### config.mk
export PLATFORM = sky130hd
export DESIGN_NAME = pll_srch
export DESIGN_NICKNAME = d
export VERILOG_FILES = /design/src/rtl/pll_srch_pkg.sv /design/src/rtl/pll_srch_div.sv /design/src/rtl/pll_srch_eval.sv /design/src/rtl/pll_srch.sv
export SDC_FILE = /design/constraint.sdc
export NUM_CORES = 2
export LEC_CHECK = 0
export ABC_AREA = 1
export BUFFER_PORTS_ARGS = -buffer_cell sky130_fd_sc_hd__buf_2
export CAP_MARGIN = 20
export CORE_MARGIN = 8
export CORE_UTILIZATION = 40
export DETAILED_ROUTE_END_ITERATION = 16
export PLACE_DENSITY = 0.6
export REMOVE_ABC_BUFFERS = 1
export SLEW_MARGIN = 30
export SYNTH_ARGS = -nofsm -noshare
export SYNTH_HDL_FRONTEND = slang
export SYNTH_SLANG_ARGS = --single-unit
### constraint.sdc
create_clock -name clk_i -period 10.9 [get_ports clk_i]
set_input_delay 1.09 -clock clk_i [delete_from_list [all_inputs] [get_ports clk_i]]
set_output_delay 1.09 -clock clk_i [all_outputs]
set_load 0.02 [all_outputs]
### src/rtl/pll_srch_pkg.sv
package pll_srch_pkg;
  localparam int PL_W = 4;
  localparam int RT_W = 7;

  typedef enum logic [3:0] {
    S_IDLE, S_D50, S_DHI, S_DLO, S_MAP, S_PL, S_MU, S_MN,
    S_NCHK, S_VCO, S_OUT, S_CMP, S_FIN
  } srch_st_e;

  // code -> divide ratio; not monotonic above code 9
  function automatic logic [RT_W-1:0] pl_ratio(input logic [PL_W-1:0] c);
    case (c)
      4'd0:  pl_ratio = 7'd1;
      4'd1:  pl_ratio = 7'd2;
      4'd2:  pl_ratio = 7'd3;
      4'd3:  pl_ratio = 7'd4;
      4'd4:  pl_ratio = 7'd5;
      4'd5:  pl_ratio = 7'd6;
      4'd6:  pl_ratio = 7'd8;
      4'd7:  pl_ratio = 7'd10;
      4'd8:  pl_ratio = 7'd12;
      4'd9:  pl_ratio = 7'd16;
      4'd10: pl_ratio = 7'd12;
      4'd11: pl_ratio = 7'd16;
      4'd12: pl_ratio = 7'd20;
      4'd13: pl_ratio = 7'd24;
      default: pl_ratio = 7'd32;
    endcase
  endfunction

  // lowest code in 0..13 reaching ratio r, else 14
  function automatic logic [PL_W-1:0] ratio_to_code(input logic [RT_W-1:0] r);
    ratio_to_code = 4'd14;
    for (int c = 13; c >= 0; c--)
      if (pl_ratio(PL_W'(c)) >= r) ratio_to_code = PL_W'(c);
  endfunction
endpackage

### src/rtl/pll_srch_div.sv
module pll_srch_div #(
  parameter int DW = 38
) (
  input  logic          clk_i,
  input  logic          rst_ni,
  input  logic          go_i,
  input  logic [DW-1:0] num_i,
  input  logic [DW-1:0] den_i,
  output logic          done_o,
  output logic [DW-1:0] quot_o,
  output logic [DW-1:0] rem_o
);
  localparam int CW = $clog2(DW + 1);

  logic [DW-1:0] quot_q, rem_q, den_q, red;
  logic [CW-1:0] cnt_q;
  logic          busy_q, done_q;
  logic [DW:0]   trial;

  assign trial = {rem_q, quot_q[DW-1]};
  assign red   = trial[DW-1:0] - den_q;

  always_ff @(posedge clk_i or negedge rst_ni) begin
    if (!rst_ni) begin
      quot_q <= '0; rem_q <= '0; den_q <= '0;
      cnt_q  <= '0; busy_q <= 1'b0; done_q <= 1'b0;
    end else begin
      done_q <= 1'b0;
      if (go_i) begin
        quot_q <= num_i; rem_q <= '0; den_q <= den_i;
        cnt_q  <= CW'(DW); busy_q <= 1'b1;
      end else if (busy_q) begin
        if (trial >= {1'b0, den_q}) begin
          rem_q  <= red;
          quot_q <= {quot_q[DW-2:0], 1'b1};
        end else begin
          rem_q  <= trial[DW-1:0];
          quot_q <= {quot_q[DW-2:0], 1'b0};
        end
        cnt_q <= cnt_q - 1'b1;
        if (cnt_q == CW'(1)) begin
          busy_q <= 1'b0;
          done_q <= 1'b1;
        end
      end
    end
  end

  assign done_o = done_q;
  assign quot_o = quot_q;
  assign rem_o  = rem_q;

  a_r11_div_done_once: assert property (@(posedge clk_i) disable iff (!rst_ni)
    done_q |=> !done_q);
  a_r11_div_no_overlap: assert property (@(posedge clk_i) disable iff (!rst_ni)
    go_i |-> !busy_q);
endmodule

### src/rtl/pll_srch_eval.sv
module pll_srch_eval #(
  parameter int DW      = 38,
  parameter int F_W     = 24,
  parameter int VCO_MIN = 1000000,
  parameter int LIM     = 218
) (
  input  logic [DW-1:0]  vco_i,
  input  logic [DW-1:0]  lwv_i,
  input  logic [F_W-1:0] tgt_i,
  input  logic [DW-1:0]  vmax_i,
  input  logic [DW-1:0]  best_err_i,
  input  logic           bf_i,
  output logic [DW-1:0]  err_o,
  output logic           take_o,
  output logic           stop_o
);
  logic          in_rng;
  logic [DW-1:0] tgt_x;
  logic [DW+7:0] scaled;

  assign tgt_x  = DW'(tgt_i);
  assign in_rng = (vco_i >= DW'(VCO_MIN)) && (vco_i <= vmax_i);
  assign err_o  = (lwv_i >= tgt_x) ? lwv_i - tgt_x : tgt_x - lwv_i;
  assign take_o = in_rng && (err_o < best_err_i);
  // floor(vco/err) > LIM  <=>  vco >= (LIM+1)*err, no divide needed
  assign scaled = (DW+8)'(LIM + 1) * {8'b0, err_o};
  assign stop_o = take_o && ((err_o == '0) || (!bf_i && ({8'b0, vco_i} >= scaled)));
endmodule

### src/rtl/pll_srch.sv
module pll_srch
  import pll_srch_pkg::*;
#(
  parameter int F_W     = 24,
  parameter int M_W     = 8,
  parameter int N_W     = 8,
  parameter int M_MIN   = 1,
  parameter int M_MAX   = 255,
  parameter int N_MIN   = 8,
  parameter int N_MAX   = 255,
  parameter int DIV_MIN = 1,
  parameter int DIV_MAX = 32,
  parameter int U_MIN   = 12000,
  parameter int U_MAX   = 38000,
  parameter int VCO_MIN = 1000000,
  parameter int VCO_MAX = 2064000,
  parameter int OUT_MIN = 144000,
  parameter int OUT_MAX = 2064000
) (
  input  logic            clk_i,
  input  logic            rst_ni,
  input  logic            start_i,
  input  logic            best_fit_i,
  input  logic [F_W-1:0]  ref_khz_i,
  input  logic [F_W-1:0]  req_khz_i,
  output logic            done_o,
  output logic [M_W-1:0]  m_o,
  output logic [N_W-1:0]  n_o,
  output logic [PL_W-1:0] pl_o,
  output logic [F_W-1:0]  freq_khz_o,
  output logic            inexact_o
);
  localparam int DW = F_W + ((RT_W + M_W) > N_W ? (RT_W + M_W) : N_W);

  srch_st_e        state;
  logic [F_W-1:0]  ref_q, tgt_q;
  logic            bf_q, pend_q;
  logic [DW-1:0]   vt0_q, vmax_q, vt_q, vco_q, lwv_q, best_err;
  logic [RT_W-1:0] lo_q, hi_q;
  logic [PL_W-1:0] pl_q, pl_lo_q, pl_hi_q, best_pl;
  logic [M_W-1:0]  m_q, best_m;
  logic [N_W:0]    n_q, n2_q;
  logic [N_W-1:0]  best_n;

  logic            div_st, div_go, div_done;
  logic [DW-1:0]   div_num, div_den, div_q, div_r, vt0_nx, err;
  logic [RT_W-1:0] ratio_cur;
  logic            take, stop;

  function automatic logic [RT_W-1:0] clamp_rt(input logic [DW-1:0] v);
    if (v > DW'(DIV_MAX))      clamp_rt = RT_W'(DIV_MAX);
    else if (v < DW'(DIV_MIN)) clamp_rt = RT_W'(DIV_MIN);
    else                       clamp_rt = v[RT_W-1:0];
  endfunction

  assign ratio_cur = pl_ratio(pl_q);
  assign vt0_nx    = DW'(tgt_q) + div_q;
  assign div_st    = state inside {S_D50, S_DHI, S_DLO, S_MU, S_MN, S_VCO, S_OUT, S_FIN};
  assign div_go    = div_st && !pend_q;

  always_comb begin
    div_num = '0;
    div_den = DW'(1);
    case (state)
      S_D50: begin div_num = DW'(tgt_q);          div_den = DW'(50);  end
      S_DHI: begin div_num = vmax_q;              div_den = vt0_q;    end
      S_DLO: begin div_num = DW'(VCO_MIN);        div_den = vt0_q;    end
      S_MU:  begin div_num = DW'(ref_q);          div_den = DW'(m_q); end
      S_MN:  begin div_num = vt_q * DW'(m_q);     div_den = DW'(ref_q); end
      S_VCO: begin div_num = DW'(ref_q) * DW'(n_q); div_den = DW'(m_q); end
      S_OUT: begin div_num = vco_q + DW'(ratio_cur >> 1); div_den = DW'(ratio_cur); end
      S_FIN: begin
        div_num = DW'(ref_q) * DW'(best_n);
        div_den = DW'(best_m) * DW'(pl_ratio(best_pl));
      end
      default: ;
    endcase
  end

  pll_srch_div #(.DW(DW)) i_div (
    .clk_i, .rst_ni, .go_i(div_go), .num_i(div_num), .den_i(div_den),
    .done_o(div_done), .quot_o(div_q), .rem_o(div_r)
  );

  pll_srch_eval #(.DW(DW), .F_W(F_W), .VCO_MIN(VCO_MIN), .LIM(218)) i_eval (
    .vco_i(vco_q), .lwv_i(lwv_q), .tgt_i(tgt_q), .vmax_i(vmax_q),
    .best_err_i(best_err), .bf_i(bf_q), .err_o(err), .take_o(take), .stop_o(stop)
  );

  always_ff @(posedge clk_i or negedge rst_ni) begin
    if (!rst_ni) begin
      state <= S_IDLE; pend_q <= 1'b0;
      ref_q <= '0; tgt_q <= '0; bf_q <= 1'b0;
      vt0_q <= '0; vmax_q <= '0; vt_q <= '0; vco_q <= '0; lwv_q <= '0;
      lo_q <= '0; hi_q <= '0; pl_q <= '0; pl_lo_q <= '0; pl_hi_q <= '0;
      m_q <= '0; n_q <= '0; n2_q <= '0;
      best_m <= '0; best_n <= '0; best_pl <= '0; best_err <= '1;
      done_o <= 1'b0; m_o <= '0; n_o <= '0; pl_o <= '0;
      freq_khz_o <= '0; inexact_o <= 1'b0;
    end else begin
      done_o <= 1'b0;
      if (div_go) pend_q <= 1'b1;
      else if (div_done) pend_q <= 1'b0;
      case (state)
        S_IDLE: if (start_i) begin
          ref_q <= ref_khz_i;
          bf_q  <= best_fit_i;
          if (req_khz_i < F_W'(OUT_MIN))      tgt_q <= F_W'(OUT_MIN);
          else if (req_khz_i > F_W'(OUT_MAX)) tgt_q <= F_W'(OUT_MAX);
          else                                tgt_q <= req_khz_i;
          best_m <= M_W'(M_MAX); best_n <= N_W'(N_MIN);
          best_pl <= '0; best_err <= '1;
          state <= S_D50;
        end
        S_D50: if (div_done) begin
          vt0_q  <= vt0_nx;
          vmax_q <= (vt0_nx > DW'(VCO_MAX)) ? vt0_nx : DW'(VCO_MAX);
          state  <= S_DHI;
        end
        S_DHI: if (div_done) begin
          hi_q  <= clamp_rt(div_q + DW'(div_r != '0));
          state <= S_DLO;
        end
        S_DLO: if (div_done) begin
          lo_q  <= clamp_rt(div_q);
          state <= S_MAP;
        end
        S_MAP: begin
          pl_lo_q <= ratio_to_code(lo_q);
          pl_hi_q <= ratio_to_code(hi_q);
          pl_q    <= ratio_to_code(lo_q);
          state   <= S_PL;
        end
        S_PL: begin
          if (pl_q > pl_hi_q) state <= S_FIN;
          else begin
            vt_q  <= DW'(tgt_q) * DW'(ratio_cur);
            m_q   <= M_W'(M_MIN);
            state <= S_MU;
          end
        end
        S_MU: if (div_done) begin
          if (div_q < DW'(U_MIN)) begin
            pl_q <= pl_q + 1'b1; state <= S_PL;
          end else if (div_q > DW'(U_MAX)) begin
            if (m_q == M_W'(M_MAX)) begin pl_q <= pl_q + 1'b1; state <= S_PL; end
            else m_q <= m_q + 1'b1;
          end else state <= S_MN;
        end
        S_MN: if (div_done) begin
          if (div_q > DW'(N_MAX)) begin
            pl_q <= pl_q + 1'b1; state <= S_PL;
          end else begin
            n_q   <= div_q[N_W:0];
            n2_q  <= div_q[N_W:0] + (N_W+1)'(div_r != '0);
            state <= S_NCHK;
          end
        end
        S_NCHK: begin
          if (n_q > n2_q || n_q > (N_W+1)'(N_MAX)) begin
            if (m_q == M_W'(M_MAX)) begin pl_q <= pl_q + 1'b1; state <= S_PL; end
            else begin m_q <= m_q + 1'b1; state <= S_MU; end
          end else if (n_q < (N_W+1)'(N_MIN)) n_q <= n_q + 1'b1;
          else state <= S_VCO;
        end
        S_VCO: if (div_done) begin vco_q <= div_q; state <= S_OUT; end
        S_OUT: if (div_done) begin lwv_q <= div_q; state <= S_CMP; end
        S_CMP: begin
          if (take) begin
            best_err <= err; best_m <= m_q;
            best_n   <= n_q[N_W-1:0]; best_pl <= pl_q;
          end
          if (stop) state <= S_FIN;
          else begin n_q <= n_q + 1'b1; state <= S_NCHK; end
        end
        S_FIN: if (div_done) begin
          m_o <= best_m; n_o <= best_n; pl_o <= best_pl;
          freq_khz_o <= div_q[F_W-1:0];
          inexact_o  <= bf_q && (best_err != '0);
          done_o     <= 1'b1;
          state      <= S_IDLE;
        end
        default: state <= S_IDLE;
      endcase
    end
  end

  a_r11_done_pulse: assert property (@(posedge clk_i) disable iff (!rst_ni)
    done_o |=> !done_o);
  a_r10_flag_needs_bf: assert property (@(posedge clk_i) disable iff (!rst_ni)
    (done_o && inexact_o) |-> bf_q);
  a_r4_pl_window: assert property (@(posedge clk_i) disable iff (!rst_ni)
    (state inside {S_MU, S_MN, S_NCHK, S_VCO, S_OUT, S_CMP}) |-> (pl_q >= pl_lo_q && pl_q <= pl_hi_q));
  a_r6_u_range: assert property (@(posedge clk_i) disable iff (!rst_ni)
    (state == S_MN) |-> (DW'(ref_q) >= DW'(U_MIN) * DW'(m_q) && DW'(ref_q) < DW'(U_MAX + 1) * DW'(m_q)));
  a_r7_n_legal: assert property (@(posedge clk_i) disable iff (!rst_ni)
    (state == S_CMP && take) |-> (n_q >= (N_W+1)'(N_MIN) && n_q <= (N_W+1)'(N_MAX)));
  a_r5_err_shrinks: assert property (@(posedge clk_i) disable iff (!rst_ni)
    (state == S_CMP && take) |=> (best_err < $past(best_err)));
  a_r8_zero_stops: assert property (@(posedge clk_i) disable iff (!rst_ni)
    (state == S_CMP && take && err == '0) |=> (state == S_FIN));
endmodule

* Word level (Yosys, flattened, before mapping)
Memory sizes are Yosys's and may differ from the RTL's.
Cells that the tools add are included.
** Storage, ports and cells
- Flip-flop bits (word level) :: 519
- Bits in latches :: 0
- RAM bits :: 0
- ROM bits :: 192
- Bits of input ports :: 52
- Output and inout port bits :: 46
- Word-level logic and storage cells :: 288
- Memories kept :: 2
** Memories
- (name not given) :: words 16, width 6, read ports 1, clocked after Yosys merged registers in 0, write ports 0, RTL line pll_srch_pkg.sv:12 : case (c)
- (name not given) :: words 16, width 6, read ports 1, clocked after Yosys merged registers in 0, write ports 0, RTL line pll_srch_pkg.sv:12
** Cells by class
- $add $sub $neg :: 11
- $mul :: 6
- Div/mod/pow operators :: 0
- Magnitude comparators :: 44
- Equal/unequal tests :: 36
- Shifts and indexed selects :: 0
- Mux-type cells :: 117
- Bitwise logic cells :: 2
- Reduce and logical (&&, ||, !) cells :: 37
** Operators with widths (number)
- two-way mux 39 bit :: 9
- one-hot mux 39 bit (8 select lines) :: 1
- one-hot mux 39 bit (6 select lines) :: 1
- two-way mux 4 bit :: 47
- greater-or-equal comparator 7 bit :: 24
- two-way mux 7 bit :: 17
- two-way mux 8 bit :: 10
- > comparator 39 x 6 -> 1 bit, second input constant :: 2
- < comparator 39 x 1 -> 1 bit, second input constant :: 2
- one-hot mux 39 bit (2 select lines) :: 1
- nonzero test 39 bit :: 2
- one-hot mux 4 bit (13 select lines) :: 1
- two-way mux 24 bit :: 2
- greater-or-equal comparator 39 x 47 -> 1 bit :: 1
- multiplier 8 x 39 -> 47 bit, first input constant :: 1
- two-way mux 9 bit :: 5
- greater-or-equal comparator 40 x 39 -> 1 bit :: 1
- adder 24 x 39 -> 39 bit :: 1
- adder 39 x 1 -> 39 bit :: 1
- adder 39 x 6 -> 39 bit :: 1
- greater-or-equal comparator 39 x 20 -> 1 bit, second input constant :: 1
- greater-or-equal comparator 39 x 24 -> 1 bit :: 1
- > comparator 39 x 16 -> 1 bit, second input constant :: 1
- > comparator 39 x 21 -> 1 bit, second input constant :: 1
- 58 further kinds :: 119

* Depth between registers and ports, before layout
- Depth in word-level cells :: 16
- Gate-level depth with buffers :: 58

* Cells and area by module
A second synthesis with hierarchy kept.
** Second synthesis, totals
- Cell total of the unflattened synthesis :: 10813
- Area total of the unflattened synthesis :: 74795.5 um^2
** Modules (own cells, without submodules)
- pll_srch :: instances 1, cells each 7430, area an instance 51919.8 um^2, sequential area each 9908.3 um^2
- pll_srch_eval :: instances 1, cells each 2131, area an instance 14352.5 um^2, sequential area each 0.0 um^2
- pll_srch_div :: instances 1, cells each 1252, area an instance 8523.2 um^2, sequential area each 3128.0 um^2

* Least setup slack after synthesis
OpenSTA, ideal clock, no wires.
- Path kind :: reg-to-reg
- From :: register tgt_q[21]
- To :: register n_q[0]
- Library setup time :: 118 ps
- Data arrival time :: 7983 ps
- Required time :: 10782 ps
- Slack :: 2799 ps
- Cell stages (with the launch flop) :: 51
- Cells stage by stage :: dfrtp_1 -> inv_1 -> ha_1 -> nand2_1 -> inv_1 -> nand2_1 -> nand2_1 -> a21oi_1 -> nand3_2 -> nand2_4 -> nand2_8 -> buf_8 -> buf_6 -> buf_4 -> buf_2 -> o21ai_0 -> xor2_1 -> inv_1 -> [... 15 more ...] -> xor2_1 -> ha_1 -> nand2_1 -> nor2_1 -> nand2_1 -> nor4_1 -> nand3_1 -> nand2_1 -> nor2_1 -> a21oi_1 -> nand2_1 -> nor2_1 -> nand4_1 -> a21oi_1 -> nand3_1 -> buf_2 -> nand4_1 -> nand2_1
** On the way
- Cells in the longest elaborated chain, start to end :: 9
- Elaborated cells on any way between the ends :: 14
** Ends and longest elaborated chain
- start: declaration :: RTL line pll_srch.sv:36 : logic [F_W-1:0] ref_q, tgt_q;
- start signal: assignment :: RTL line pll_srch.sv:108 : if (req_khz_i < F_W'(OUT_MIN)) tgt_q <= F_W'(OUT_MIN);
- start signal: assignment :: RTL line pll_srch.sv:109 : else if (req_khz_i > F_W'(OUT_MAX)) tgt_q <= F_W'(OUT_MAX);
- start signal: assignment :: RTL line pll_srch.sv:110 : else tgt_q <= req_khz_i;
- subtractor 24 x 39 -> 39 bit (tied with other cells) :: RTL line pll_srch_eval.sv:23 : assign err_o = (lwv_i >= tgt_x) ? lwv_i - tgt_x : tgt_x - lwv_i;
- two-way mux 39 bit * :: RTL line pll_srch_eval.sv:23
- multiplier 8 x 39 -> 47 bit :: RTL line pll_srch_eval.sv:26 : assign scaled = (DW+8)'(LIM + 1) * {8'b0, err_o};
- greater-or-equal comparator 39 x 47 -> 1 bit :: RTL line pll_srch_eval.sv:27 : assign stop_o = take_o && ((err_o == '0) || (!bf_i && ({8'b0, vco_i} >= scaled)));
- logical AND 1 bit :: RTL line pll_srch_eval.sv:27
- logical OR 1 bit :: RTL line pll_srch_eval.sv:27
- logical AND 1 bit * :: RTL line pll_srch_eval.sv:27
- != test 2 bit (no line) *
- AND reduction 6 bit (no line) *
- end signal: assignment :: RTL line pll_srch.sv:154 : n_q <= div_q[N_W:0];
- end signal: assignment :: RTL line pll_srch.sv:163 : end else if (n_q < (N_W+1)'(N_MIN)) n_q <= n_q + 1'b1;
- end: declaration :: RTL line pll_srch.sv:42 : logic [N_W:0] n_q, n2_q;
Mark *: on every way between the ends. The rest lies on a longest branch, timed or not.
A chain may end at the register's enable or synchronous reset.

* Worst setup path after layout
- From :: register tgt_q[18]
- To :: register n_q[6]
The elaborated chain is that of the path after synthesis.

==> flow_metrics.env <==
export IMPL_status="finished clean"
export IMPL_slew_of_the_pin_with_the_lowest_slew_margin_ps=1140
export IMPL_critical_path_top_cell_by_count="nand2_1"
export IMPL_maxCapViolations=0
export IMPL_die_area_mm2=0.189
export IMPL_htree_num_levels=3
export IMPL_synthCells=9677
export IMPL_clock_fmax_ghz=0.0975
export IMPL_layout_area_seq_mm2=0.0130
export IMPL_dominantRegCellSynth="dfrtp_1"
export IMPL_setup_violations=0
export IMPL_synthesis_area_mm2=0.0703
export IMPL_regToRegSetupSlack_ps=640
export IMPL_worstHoldPathType="in -> async"
export IMPL_gr_usage_all_layers=0.297
export IMPL_synth_yosys_seq_area_share=0.186
export IMPL_post_place_ws_ps=730
export IMPL_holdBufCountCts=0
export IMPL_final_min_clock_period_ps=10260
export IMPL_final_max_slew_violation_count=0
export IMPL_placeableCoreArea_mm2=0.175
export IMPL_tritoncts="built"
export IMPL_final_area_mm2=0.0759
export IMPL_row_count=154
export IMPL_final_hold_viol_count=0
export IMPL_clockRootBuffer="clkbuf_16"
export IMPL_port_buffer_count=97
export IMPL_library_cell_with_the_highest_instance_count_after_synthesis="nand2_1"
export IMPL_crit_fanout=45
export IMPL_setup_slack_ps=639
export IMPL_route_vias_total=66690
export IMPL_number_of_global_route_vias_before_repair=65960
export IMPL_post_route_drc_count=0
export IMPL_global_route_wire_length_before_repair_um=432000
export IMPL_final_cell_count_no_fill=12043
export IMPL_avgSynthCellArea_um2=7.26
export IMPL_synth_area_leaders="fa_1, dfrtp_1, nand2_1"
export IMPL_nets=11030
export IMPL_synthesis_yosys_warnings=0
export IMPL_cts_clk_slew_worst_paths_ps=70
export IMPL_critPathCaptureType="register"
export IMPL_clock_tree_buffer_depth=3
export IMPL_finalCritPeriodShare=0.941
export IMPL_postSynth_asyncResetShare=1.00
export IMPL_initial_core_utilization=0.401
export IMPL_die_width_um=435
export IMPL_final_routed_wire_length_divided_by_cell_count_um=24.1
export IMPL_worst_setup_path_type="reg -> reg"
export IMPL_overflow=0
export IMPL_synth_top_cell_by_area="fa_1"
export IMPL_timing_clock_skew_ps=45.2
export IMPL_gpl_final_weighted_congestion=1.03
export IMPL_area_of_combinational_cells_with_multiple_inputs_mm2=0.0488
export IMPL_tritoncts_num_buffers=72
export IMPL_critPathLaunchType="register"
export IMPL_tns_ps=0
export IMPL_drt_first_iter_violations=6919
export IMPL_die_height_um=435
export IMPL_fillers=18179
export IMPL_maximum_number_of_pins_on_one_net_before_global_route_repair=120
export IMPL_synthToLayoutAreaGrowth_pct=8.07
export IMPL_vias_per_cell=5.54
export IMPL_detail_route_wirelength_um=290000
export IMPL_worst_slew_margin=0.232
export IMPL_cts_sink_count=519
export IMPL_hpwlAfterDp_um=234000
export IMPL_drt_pass1_iterations=6
export IMPL_grt_setup_unrepaired="no"
export IMPL_synth_top_area_share=0.199
export IMPL_drive_gt1_frac=0.0548
export IMPL_dp_cells=11901
export IMPL_timing_critical_path_arrival_ps=10840
export IMPL_critical_path_slowest_cell="dfrtp_1"
export IMPL_drt_antenna_net_count=0
export IMPL_clk_insertion_delay_late_ps=710
export IMPL_synth_edf_count=0
export IMPL_ys_types=73
export IMPL_num_io_pins=98
export IMPL_placedInstanceArea_mm2=0.0734
export IMPL_critical_path_required_ps=11480
export IMPL_synth_top_cells_by_count="nand2_1, inv_1, nor2_1, fa_1, o21ai_0"
export IMPL_antenna_violations_before_repair=17
export IMPL_synth_ff_latch_count=519
export IMPL_timing_critical_path_slowest_cell_delay_ps=560
==> worst paths after layout <==
check	start	to	depth (start not counted)
setup reg to reg	tgt_q[18]$_DFFE_PN0P_	n_q[6]$_DFFE_PN0P_	49
setup / recovery	tgt_q[18]$_DFFE_PN0P_	n_q[6]$_DFFE_PN0P_	49
max in group asynchronous	rst_ni	ref_q[20]$_DFFE_PN0P_	3
hold / removal	rst_ni	inexact_o$_DFFE_PN0P_	1
hold reg to reg	n_o[3]$_DFFE_PN0P_	n_o[3]$_DFFE_PN0P_	2
min in group clk_i	n_o[3]$_DFFE_PN0P_	n_o[3]$_DFFE_PN0P_	2
==> cell type report <==
cell class,count,area share
Multi-Input combinational cell,6911,0.643
Sequential cell,519,0.172
Inverter,1908,0.0944
Tap cell,2340,0.0386
Clock buffer,93,0.0268
Timing Repair Buffer,223,0.0192
Clock inverter,39,0.00611
Antenna cell,10,0.000330
==> flip-flops by register name, indices dropped and copies added, names as in the netlist, 9 cells and up <==
signal / flops
tgt_q: 24
vmax_q: 39
freq_khz_o: 24
vt0_q: 39
vt_q: 31
i_div.rem_o: 39
n_q: 9
i_div.den_q: 39
ref_q: 24
lwv_q: 39
vco_q: 39
i_div.quot_o: 39
n2_q: 9
best_err: 39
==> cells in the final DEF, fill, tap and decap left out, types with 122 or more instances in the layout <==
master   synthesis  final
a21oi_1        501    501
buf_4            1    122
dfrtp_1        480    470
fa_1           700    700
ha_1           643    643
inv_1         1887   1880
nand2_1       2238   2235
nand3_1        350    347
nor2_1         706    696
o21ai_0        685    679
xor2_1         167    164
==> routing by layer <==
layer,vias to the layer above,part of all wire,track usage
li1,30497,-,-
met1,32605,0.43,0.413
met2,2949,0.42,0.447
met3,627,0.093,0.0627
met4,12,0.053,0.130
met5,-,0.00030,0
==> cell families after synthesis <==
logic type      share of synthesized area
mux                              0.000570
flops                               0.186
simple gates                        0.214
compound gates                      0.135
fa+ha+maj                           0.314
xor+xnor                           0.0297
buf+inv                             0.122
==> critical path: cells and delay by family, from the launching register on <==
family                     cells  cell delay (ps)
buffers and inverters         10             1360
DFF                            1              560
xor gates and xnor gates       2              400
adders and majority gates      7             2990
AOI/OAI and AO/OA             10             2100
and+or+nand+nor               20             2750
==> what timing repair did <==
| item | in CTS | in global routing |
|---|---|---|
| buffers inserted | 0 | 0 |
| gates resized for setup | 0 | 4 |
| endpoints found under the setup margin | 0 | 10 |
==> through the flow <==
stage / hold WS, ps / util
after global routing: 341 / 0.433
after global placement: 449 / 0.418
after floorplan: 437 / -
after detailed placement: 458 / 0.418
after CTS: 291 / 0.433
final: 334 / 0.433
Power is not shown: default switching activity piles up to over one toggle a cycle in this logic, so the estimate is an artifact.
